==> config.mk <==
export PLATFORM = sky130hd
export DESIGN_NAME = dual_dds_core
export DESIGN_NICKNAME = d
export VERILOG_FILES = /design/src/rtl/dds_pkg.sv /design/src/rtl/dds_sync_ctrl.sv /design/src/rtl/dds_param_bank.sv /design/src/rtl/dds_delay_line.sv /design/src/rtl/dds_channel.sv /design/src/rtl/dual_dds_core.sv
export SDC_FILE = /design/constraint.sdc
export NUM_CORES = 2
export LEC_CHECK = 0
export ABC_AREA = 1
export BUFFER_PORTS_ARGS = -buffer_cell sky130_fd_sc_hd__buf_2
export CORE_ASPECT_RATIO = 1.75
export CORE_MARGIN = 1.5
export CORE_UTILIZATION = 55
export CTS_CLUSTER_SIZE = 12
export DETAILED_ROUTE_END_ITERATION = 6
export PLACE_DENSITY_LB_ADDON = 0.3
export SLEW_MARGIN = 15
export SYNTH_ARGS = -nofsm -noshare
export SYNTH_HDL_FRONTEND = slang
export SYNTH_SLANG_ARGS = --single-unit
==> constraint.sdc <==
create_clock -name clk -period 226.7 [get_ports clk]
set_input_delay 0 -clock clk [delete_from_list [all_inputs] [get_ports clk]]
set_output_delay 0 -clock clk [all_outputs]
set_load 0.01 [all_outputs]
==> src/rtl/dds_pkg.sv <==
package dds_pkg;
  typedef enum logic [1:0] {
    FLD_FREQ  = 2'd0,
    FLD_PHASE = 2'd1,
    FLD_AMP   = 2'd2,
    FLD_NONE  = 2'd3
  } fld_e;
endpackage

==> src/rtl/dds_sync_ctrl.sv <==
module dds_sync_ctrl (
  input  logic clk,
  input  logic rst_n,
  input  logic sync_en,
  input  logic io_update,
  output logic sync_clk,
  output logic load
);
  logic [1:0] cnt_q, cnt_d;
  logic       sclk_q, sclk_d;
  logic       upd_q, upd_d;
  logic       tick;

  always_comb begin
    cnt_d  = cnt_q + 2'd1;
    tick   = (cnt_q == 2'd1);
    sclk_d = sync_en & cnt_d[1];
    upd_d  = tick ? io_update : upd_q;
    load   = tick & io_update & ~upd_q;
  end

  always_ff @(posedge clk or negedge rst_n) begin
    if (!rst_n) begin
      cnt_q  <= 2'd0;
      sclk_q <= 1'b0;
      upd_q  <= 1'b0;
    end else begin
      cnt_q  <= cnt_d;
      sclk_q <= sclk_d;
      upd_q  <= upd_d;
    end
  end

  assign sync_clk = sclk_q;

  AST_LOAD_ISOLATED: assert property (@(posedge clk) disable iff (!rst_n) load |=> !load);
endmodule

==> src/rtl/dds_param_bank.sv <==
module dds_param_bank #(
  parameter int FREQ_W = 32,
  parameter int PH_W   = 14,
  parameter int AMP_W  = 10
) (
  input  logic              clk,
  input  logic              rst_n,
  input  logic              wr_hit,
  input  logic [1:0]        wr_field,
  input  logic [FREQ_W-1:0] wr_data,
  input  logic              load,
  output logic [FREQ_W-1:0] freq_a,
  output logic [PH_W-1:0]   ph_a,
  output logic [AMP_W-1:0]  amp_a
);
  import dds_pkg::*;
  localparam logic [AMP_W-1:0] AMP_FULL = {AMP_W{1'b1}};

  logic [FREQ_W-1:0] freq_sq, freq_sd, freq_aq, freq_ad;
  logic [PH_W-1:0]   ph_sq, ph_sd, ph_aq, ph_ad;
  logic [AMP_W-1:0]  amp_sq, amp_sd, amp_aq, amp_ad;
  fld_e              fld;

  always_comb begin
    fld     = fld_e'(wr_field);
    freq_sd = freq_sq;
    ph_sd   = ph_sq;
    amp_sd  = amp_sq;
    if (wr_hit) begin
      case (fld)
        FLD_FREQ:  freq_sd = wr_data;
        FLD_PHASE: ph_sd   = wr_data[PH_W-1:0];
        FLD_AMP:   amp_sd  = wr_data[AMP_W-1:0];
        default:   ;
      endcase
    end
    freq_ad = load ? freq_sq : freq_aq;
    ph_ad   = load ? ph_sq   : ph_aq;
    amp_ad  = load ? amp_sq  : amp_aq;
  end

  always_ff @(posedge clk or negedge rst_n) begin
    if (!rst_n) begin
      freq_sq <= '0;
      ph_sq   <= '0;
      amp_sq  <= AMP_FULL;
      freq_aq <= '0;
      ph_aq   <= '0;
      amp_aq  <= AMP_FULL;
    end else begin
      freq_sq <= freq_sd;
      ph_sq   <= ph_sd;
      amp_sq  <= amp_sd;
      freq_aq <= freq_ad;
      ph_aq   <= ph_ad;
      amp_aq  <= amp_ad;
    end
  end

  assign freq_a = freq_aq;
  assign ph_a   = ph_aq;
  assign amp_a  = amp_aq;

  AST_ACTIVE_HOLD: assert property (@(posedge clk) disable iff (!rst_n)
    !load |=> $stable({freq_a, ph_a, amp_a}));
endmodule

==> src/rtl/dds_delay_line.sv <==
module dds_delay_line #(
  parameter int W      = 8,
  parameter int D_FAST = 1,
  parameter int D_SLOW = 1
) (
  input  logic         clk,
  input  logic         rst_n,
  input  logic         slow,
  input  logic [W-1:0] din,
  output logic [W-1:0] dout
);
  logic [W-1:0] st_q [D_SLOW];
  logic [W-1:0] st_d [D_SLOW];

  always_comb begin
    st_d[0] = din;
    for (int i = 1; i < D_SLOW; i++) st_d[i] = st_q[i-1];
  end

  always_ff @(posedge clk or negedge rst_n) begin
    if (!rst_n) begin
      for (int i = 0; i < D_SLOW; i++) st_q[i] <= '0;
    end else begin
      for (int i = 0; i < D_SLOW; i++) st_q[i] <= st_d[i];
    end
  end

  generate
    if (D_FAST == D_SLOW) begin : g_single
      assign dout = st_q[D_SLOW-1];
    end else begin : g_dual
      assign dout = slow ? st_q[D_SLOW-1] : st_q[D_FAST-1];
    end
  endgenerate
endmodule

==> src/rtl/dds_channel.sv <==
module dds_channel #(
  parameter int FREQ_W   = 32,
  parameter int PH_W     = 14,
  parameter int AMP_W    = 10,
  parameter int OUT_W    = 10,
  parameter int D_F      = 24,
  parameter int D_P_FAST = 21,
  parameter int D_P_SLOW = 25,
  parameter int D_A_FAST = 15,
  parameter int D_A_SLOW = 27
) (
  input  logic                    clk,
  input  logic                    rst_n,
  input  logic                    match_lat,
  input  logic [FREQ_W-1:0]       freq_a,
  input  logic [PH_W-1:0]         ph_a,
  input  logic [AMP_W-1:0]        amp_a,
  output logic signed [OUT_W-1:0] sample
);
  localparam int IDX_W  = OUT_W;
  localparam int ADDR_W = IDX_W + 2;
  localparam int MAG_W  = IDX_W - 1;
  localparam int SQ_W   = 2 * IDX_W + 4;
  localparam int PROD_W = OUT_W + AMP_W + 1;
  localparam logic [IDX_W+1:0] FULL = (IDX_W + 2)'(1) << (IDX_W + 1);

  logic [FREQ_W-1:0] freq_d;
  logic [PH_W-1:0]   ph_d;
  logic [AMP_W-1:0]  amp_d;

  dds_delay_line #(.W(FREQ_W), .D_FAST(D_F), .D_SLOW(D_F)) u_dl_freq (
    .clk(clk), .rst_n(rst_n), .slow(match_lat), .din(freq_a), .dout(freq_d));
  dds_delay_line #(.W(PH_W), .D_FAST(D_P_FAST), .D_SLOW(D_P_SLOW)) u_dl_ph (
    .clk(clk), .rst_n(rst_n), .slow(match_lat), .din(ph_a), .dout(ph_d));
  dds_delay_line #(.W(AMP_W), .D_FAST(D_A_FAST), .D_SLOW(D_A_SLOW)) u_dl_amp (
    .clk(clk), .rst_n(rst_n), .slow(match_lat), .din(amp_a), .dout(amp_d));

  logic [FREQ_W-1:0]       acc_q, acc_d;
  logic [PH_W-1:0]         pw_q, pw_d;
  logic signed [OUT_W-1:0] sin_q, sin_d;
  logic signed [PROD_W-1:0] prod_q, prod_d;
  logic signed [OUT_W-1:0] out_q, out_d;

  logic [ADDR_W-1:0] addr;
  logic [1:0]        quad;
  logic [IDX_W-1:0]  idx, u;
  logic [IDX_W+1:0]  u_w, comp;
  logic [SQ_W-1:0]   sq;
  logic [MAG_W-1:0]  mag;
  logic signed [OUT_W-1:0]  mag_s;
  logic signed [AMP_W:0]    amp_s;
  logic signed [PROD_W-1:0] shifted;

  always_comb begin
    acc_d = acc_q + freq_d;
    pw_d  = acc_q[FREQ_W-1 -: PH_W] + ph_d;

    addr  = pw_q[PH_W-1 -: ADDR_W];
    quad  = addr[ADDR_W-1 -: 2];
    idx   = addr[IDX_W-1:0];
    u     = quad[0] ? ~idx : idx;
    u_w   = {2'b00, u};
    comp  = FULL - u_w;
    sq    = SQ_W'(u_w) * SQ_W'(comp);
    mag   = sq[IDX_W+1 +: MAG_W];
    mag_s = $signed({1'b0, mag});
    sin_d = quad[1] ? -mag_s : mag_s;

    amp_s   = $signed({1'b0, amp_d});
    prod_d  = sin_q * amp_s;
    shifted = prod_q >>> AMP_W;
    out_d   = shifted[OUT_W-1:0];
  end

  always_ff @(posedge clk or negedge rst_n) begin
    if (!rst_n) begin
      acc_q  <= '0;
      pw_q   <= '0;
      sin_q  <= '0;
      prod_q <= '0;
      out_q  <= '0;
    end else begin
      acc_q  <= acc_d;
      pw_q   <= pw_d;
      sin_q  <= sin_d;
      prod_q <= prod_d;
      out_q  <= out_d;
    end
  end

  assign sample = out_q;

  AST_SAMPLE_SYMMETRIC: assert property (@(posedge clk) disable iff (!rst_n)
    sample != {1'b1, {(OUT_W-1){1'b0}}});
  AST_SINE_BOUNDED: assert property (@(posedge clk) disable iff (!rst_n)
    (sin_q <= $signed({1'b0, {MAG_W{1'b1}}})) && (sin_q >= -$signed({1'b0, {MAG_W{1'b1}}})));
  AST_ZERO_SCALE: assert property (@(posedge clk) disable iff (!rst_n)
    (amp_d == '0) |=> ##1 (sample == '0));
endmodule

==> src/rtl/dual_dds_core.sv <==
module dual_dds_core #(
  parameter int NUM_CH    = 2,
  parameter int FREQ_W    = 32,
  parameter int PH_W      = 14,
  parameter int AMP_W     = 10,
  parameter int OUT_W     = 10,
  parameter int LAT_FREQ  = 29,
  parameter int LAT_PHASE = 25,
  parameter int LAT_AMP   = 17
) (
  input  logic                    clk,
  input  logic                    rst_n,
  input  logic                    sync_en,
  input  logic                    match_lat,
  input  logic                    wr_en,
  input  logic                    wr_ch,
  input  logic [1:0]              wr_field,
  input  logic [FREQ_W-1:0]       wr_data,
  input  logic                    io_update,
  output logic                    sync_clk,
  output logic [NUM_CH*OUT_W-1:0] samples
);
  localparam int D_F      = LAT_FREQ - 5;
  localparam int D_P_FAST = LAT_PHASE - 4;
  localparam int D_P_SLOW = LAT_FREQ - 4;
  localparam int D_A_FAST = LAT_AMP - 2;
  localparam int D_A_SLOW = LAT_FREQ - 2;

  logic rs_q1, rs_q2;
  logic rst_i_n;

  always_ff @(posedge clk or negedge rst_n) begin
    if (!rst_n) begin
      rs_q1 <= 1'b0;
      rs_q2 <= 1'b0;
    end else begin
      rs_q1 <= 1'b1;
      rs_q2 <= rs_q1;
    end
  end
  assign rst_i_n = rs_q2;

  logic load;

  dds_sync_ctrl u_sync (
    .clk(clk), .rst_n(rst_i_n), .sync_en(sync_en), .io_update(io_update),
    .sync_clk(sync_clk), .load(load));

  generate
    for (genvar g = 0; g < NUM_CH; g++) begin : g_ch
      logic              hit;
      logic [FREQ_W-1:0] freq_a;
      logic [PH_W-1:0]   ph_a;
      logic [AMP_W-1:0]  amp_a;
      logic signed [OUT_W-1:0] smp;

      assign hit = wr_en && (int'(wr_ch) == g);

      dds_param_bank #(.FREQ_W(FREQ_W), .PH_W(PH_W), .AMP_W(AMP_W)) u_bank (
        .clk(clk), .rst_n(rst_i_n), .wr_hit(hit), .wr_field(wr_field),
        .wr_data(wr_data), .load(load),
        .freq_a(freq_a), .ph_a(ph_a), .amp_a(amp_a));

      dds_channel #(
        .FREQ_W(FREQ_W), .PH_W(PH_W), .AMP_W(AMP_W), .OUT_W(OUT_W),
        .D_F(D_F), .D_P_FAST(D_P_FAST), .D_P_SLOW(D_P_SLOW),
        .D_A_FAST(D_A_FAST), .D_A_SLOW(D_A_SLOW)
      ) u_chan (
        .clk(clk), .rst_n(rst_i_n), .match_lat(match_lat),
        .freq_a(freq_a), .ph_a(ph_a), .amp_a(amp_a), .sample(smp));

      assign samples[g*OUT_W +: OUT_W] = smp;
    end
  endgenerate

  AST_SYNC_MUTED: assert property (@(posedge clk) disable iff (!rst_i_n)
    !sync_en |=> !sync_clk);
  AST_LOAD_AT_RISE: assert property (@(posedge clk) disable iff (!rst_i_n)
    (load && sync_en) |=> $rose(sync_clk));
endmodule

# Yosys cells after proc, flatten, opt, wreduce, memory -nomap -nowiden
# Index checks and enable logic that the tools add are counted.
# word_totals
reg_bits	3178
input_bits	41
output_inout_bits	21
word_cells	219
# op_classes
add_sub_neg	9
multipliers	4
n_eq_ne	3
n_mux	8
bitwise_logic	7
n_reduce_logical	9
# ops
operator	n
$add A32 B32 Y32	2
$mux W10	6
$mul A10 B11 Y20	2
$mul A10 B12 Y20	2
$add A14 B14 Y14	2
$mux W14	2
$sub A12 B10 Y12 const A	2
$neg A9 Y10	2
$not A10 Y10	2
$reduce_and A2 Y1	6
$eq A2 B1 Y1 const B	2
$and A1 B1 Y1	3
$add A2 B1 Y2 const B	1
$eq A2 B2 Y1 const B	1
$logic_and A1 B1 Y1	2
$logic_not A2 Y1	1
$not A1 Y1	2

# Depth between registers and ports, before layout
# depth
word_depth	6
depth_mapped	43
ltp_nobuf	42

# Modules after synthesis
# From an unflattened synthesis, not the netlist that was laid out.
# hier_totals
hier_cells	6672
hier_area_um2	101772.6
# modules_own_cells
module	n_inst	cells_per_inst	area_per_inst_um2	seq_area_each_um2
dds_delay_line (g_ch[0].u_chan.u_dl_freq ...)	2	768	19218.4	19218.4
dds_delay_line (g_ch[0].u_chan.u_dl_ph ...)	2	395	8938.6	8758.4
dds_delay_line (g_ch[0].u_chan.u_dl_amp ...)	2	302	6884.1	6756.5
dds_channel (g_ch[1].u_chan)	1	1375	11304.6	1851.8
dds_channel (g_ch[0].u_chan)	1	1377	11250.8	1851.8
dds_param_bank	2	484	4455.5	2827.7
dds_sync_ctrl	1	15	152.6	100.1
dual_dds_core	1	7	71.3	50.0

# Least setup slack after synthesis
# No wires, ideal clock.
# synth_timing
path_type	register to register
startpoint	register g_ch[0].u_chan.pw_q[12]
endpoint	register g_ch[0].u_chan.sin_q[8]
setup_ps	113
arrival_ps	6277
required_time_ps	226587
setup_slack_ps	220310
stages_incl_launch_ff	43
path_buffers	1
synth_period_minus_slack_ps	6390
cell_sequence	dfrtp_1 -> buf_6 -> or2_1 -> nand2_2 -> inv_4 -> nor2_4 -> inv_2 -> nor2_2 -> inv_2 -> nor2_4 -> inv_2 -> nor3_4 -> nand2_2 -> inv_1 -> ha_1 -> inv_1 -> nand2_1 -> fa_1 -> [... 7 more ...] -> fa_1 -> inv_1 -> ha_1 -> nand2_1 -> inv_1 -> nand2_1 -> nand3_1 -> nand2_1 -> nand2_1 -> xnor2_1 -> ha_1 -> nand3_1 -> nor2_1 -> nand2_1 -> nand2_1 -> nand3_1 -> nand2_1 -> inv_1
# synth_between
elab_chain_len	5
# synth_rtl
element	line_no	source
start, declared	dds_channel.sv:39	logic [PH_W-1:0] pw_q, pw_d;
start signal, assigned	dds_channel.sv:84	pw_q <= pw_d;
$mux W10 *	dds_channel.sv:61	u = quad[0] ? ~idx : idx;
$sub A12 B10 Y12	dds_channel.sv:63	comp = FULL - u_w;
$mul A10 B12 Y20 *	dds_channel.sv:64	sq = SQ_W'(u_w) * SQ_W'(comp);
$neg A9 Y10	dds_channel.sv:67	sin_d = quad[1] ? -mag_s : mag_s;
$mux W10 *	dds_channel.sv:67	
net g_ch[0].u_chan.sin_d[8]	dds_channel.sv:40	logic signed [OUT_W-1:0] sin_q, sin_d;
end signal, assigned	dds_channel.sv:85	sin_q <= sin_d;
end, declared	dds_channel.sv:40	
# Mark *: on every way through the listed nets, which the timed path passes. The rest lies on a longest branch.
# A chain may end at the register's enable or synchronous reset.

# Worst setup path in the final report
# Ends and elaborated chain as after synthesis.

==> results_dict.tcl <==
set metrics [dict create \
    netlist_instances 6562 \
    path_clk_slew_ns 0.06 \
    antenna_found_initial 9 \
    final_common_cell "dfrtp_1" \
    arrival_ns 8.01 \
    die-area_sq_um 187400 \
    initial_utilization_pct 55.38 \
    path_common_cell "nand2_1" \
    tns_ns 0 \
    ys_async_sr_fraction_pct 100.0 \
    reg2reg_depth 36 \
    worstSkewPairLatency_ns 0.84 \
    drc 0 \
    drt-total-wl_um 220200 \
    min_path_type "primary input to async pin" \
    clock_sinks 3154 \
    layout_common_cells "dfrtp_1, nand2_1, inv_1" \
    post_cts_buffers 0 \
    rows 208 \
    synth_area_sq_um 101600 \
    cts_buffer_depth 4 \
    r2r-end "g_ch[0].u_chan.sin_q[8]" \
    cts-root-buf "clkbuf_16" \
    required_ns 227.39 \
    cts_resized 0 \
    startpoint_type "register" \
    overflow 0 \
    htreeDepth 5 \
    cp-endpoint "g_ch[0].u_chan.sin_q[8]" \
    rr_startpoint "g_ch[0].u_chan.pw_q[12]" \
    drt_iter0_drc 3358 \
    die_h_um 571.6 \
    slowest_delay_ns 0.55 \
    hold_viol_final 0 \
    rsz0062_at_grt "false" \
    cp_slowest_cell "fa_1" \
    grtUsageTotal_pct 24.51 \
    drive_gt1_share_pct 9.354 \
    max_slew_margin_pct 25.46 \
    ys_seq_area_share_pct 77.73 \
    place_congestion 0.9027 \
    synth-edff-count 0 \
    ant_nets 0 \
    nets 7605 \
    drt-pass1-iter-count 6 \
    max_freq_mhz 136.5 \
    cts_buffers 307 \
    maxCapViolCount 0 \
    finish.utilization_pct 62.23 \
    finalClockSkew_ns 0.07551 \
    grt_pass1_vias 57700 \
    io_pins 62 \
    post-route-period-util_pct 3.231 \
    drv_slew 0 \
    synthFlopType "dfrtp_1" \
    viasPerCell 5.155 \
    reg2reg_slack_ns 219.38 \
    dieWidth_um 327.9 \
    vias 48850 \
    finalSetupViolCount 0 \
    area_growth_syn_to_layout_pct 12.36 \
    cts_tree "done" \
    critPathCaptureType "register" \
    status "finished clean" \
    grt_max_degree 216 \
    synth.avg_cell_area_sq_um 15.48 \
    wl_per_cell_um 23.24 \
    crit_type "register to register" \
    ys_warn_count 0 \
    crit_fanout 18 \
    ys_types 46 \
    netlist_top_cells_area "dfrtp_1, fa_1, ha_1" \
    io_buffers 61 \
    tightestPinTransition_ns 1.115 \
    cp_top_family "adder cells" \
    hpwl_um 120800 \
    critPathLaunch "g_ch[0].u_chan.pw_q[12]" \
    period_needed_ns 7.325 \
    grt_first_pass_wirelength_um 341600 \
    yosysTopAreaCellShare_pct 76.69 \
    synth.largest_area_cell "dfrtp_1" \
    hold_buffers 43 \
    cp_num_buf_inv 8 \
    worst-path-stages 36 \
    ys_seq_elements 3154 \
    core_area_sq_um 183500 \
]
-- Yosys cell counts (3+ instances only) --
library cell and count:
o21a_1 7, dfrtp_1 3114, xor2_1 83, dfstp_2 40
and2_1 6, a21boi_0 4, nor2_4 3, nand2_1 931
nor2_1 315, nor3_1 17, a21o_1 12, buf_2 9
nor4_1 3, clkbuf_1 40, o21ai_1 10, xnor2_1 44
a21oi_1 152, buf_6 3, o21ai_2 4, fa_1 278
mux2_2 112, inv_2 6, nand3_1 83, or2_1 5
buf_1 13, o31ai_1 3, nand2_2 4, or2_2 28
nand3b_1 8, o21bai_1 11, o21ai_0 203, nand4_1 25
inv_1 645, a31oi_1 8, ha_1 311
-- worst min-delay path by stage --
stage | cells after the start | slack (ns) | start | end
after floorplan | 0 | -0.30 | rst_n | rs_q1
after global placement | 1 | -0.21 | rst_n | rs_q1
after detailed placement | 1 | -0.21 | rst_n | rs_q1
after CTS | 4 | 0.00005 | wr_data[31] | g_ch[1].u_bank.freq_sq[31]
after global routing | 3 | 0.04 | rst_n | rs_q1
final | 3 | 0.05 | rst_n | rs_q2
-- registers in the layout (all words and copies together) (netlist names), 2 cells and up --
name	cells
g_ch.u_chan.acc_q	64
g_ch.u_chan.u_dl_ph.st_q	28
g_ch.u_chan.u_dl_freq.st_d	1472
g_ch.u_chan.u_dl_ph.st_d	672
g_ch.u_chan.u_dl_amp.st_q	20
g_ch.u_bank.amp_a	20
g_ch.u_chan.u_dl_freq.dout	64
g_ch.u_chan.sin_q	20
g_ch.u_chan.sample	20
g_ch.u_bank.amp_sq	20
g_ch.u_bank.ph_sq	28
g_ch.u_bank.freq_sq	64
g_ch.u_chan.prod_q	20
g_ch.u_chan.u_dl_amp.st_d	520
g_ch.u_bank.freq_a	64
u_sync.cnt_q	2
g_ch.u_chan.pw_q	24
g_ch.u_bank.ph_a	28
-- stage by stage --
step | hold slack [ns] | setup WS, ns | instances | instance area (sq um)
finish | 0.04686 | 219.38 | 9477 | 114200
global route | 0.04147 | 218.78 | 9472 | 114200
CTS | 0.00004946 | 219.37 | 9469 | 114100
detailed placement | -0.2089 | 219.36 | 9036 | 105200
global placement | -0.2090 | 219.41 | 9036 | 105200
floorplan | -0.2956 | 132.34 | 6579 | 101700
-- cell type report --
cell class	instances	area, sq um
flip-flops and latches	3154	78980
fillers	12330	69310
multi-input cells	2705	19980
clock buffers	369	8092
well taps	2415	3022
inverters	655	2464
repair buffers	152	1257
clock inverters	21	357.8
diodes	6	15.01
-- tightest hold or removal path: cells and delay by family --
| kind | cells | cell delay [ns] |
|---|---|---|
| buf+inv | 3 | 1.21 |
-- cells by family (layout without fill, tap and decap cells) --
group	count (synthesis)	in the layout	share of synthesized area, %
adder cells (fa/ha/maj)	589	589	9.307
buffers and inverters	720	1197	2.698
XOR/XNOR	127	127	1.095
multiplexers	112	112	1.241
other	2	25	0.007391
AND/OR/NAND/NOR	1438	1438	5.724
flip-flops	3154	3154	77.73
AO/OA/AOI/OAI	420	420	2.202
-- metal layers --
layer  vias up  wire length [um]  GRT usage [%]  share of wire, %
met4         2             11490          11.77               5.2
met2      1311            130300          48.34                59
met5         -                13              0            0.0059
li1      21040                 -              -                 -
met1     25930             70840          24.87                32
met3       570              7562          3.297               3.4
Power is left out: the tool's default activity adds up to more than one toggle a clock period on the data nets, which glitch-free logic cannot reach.
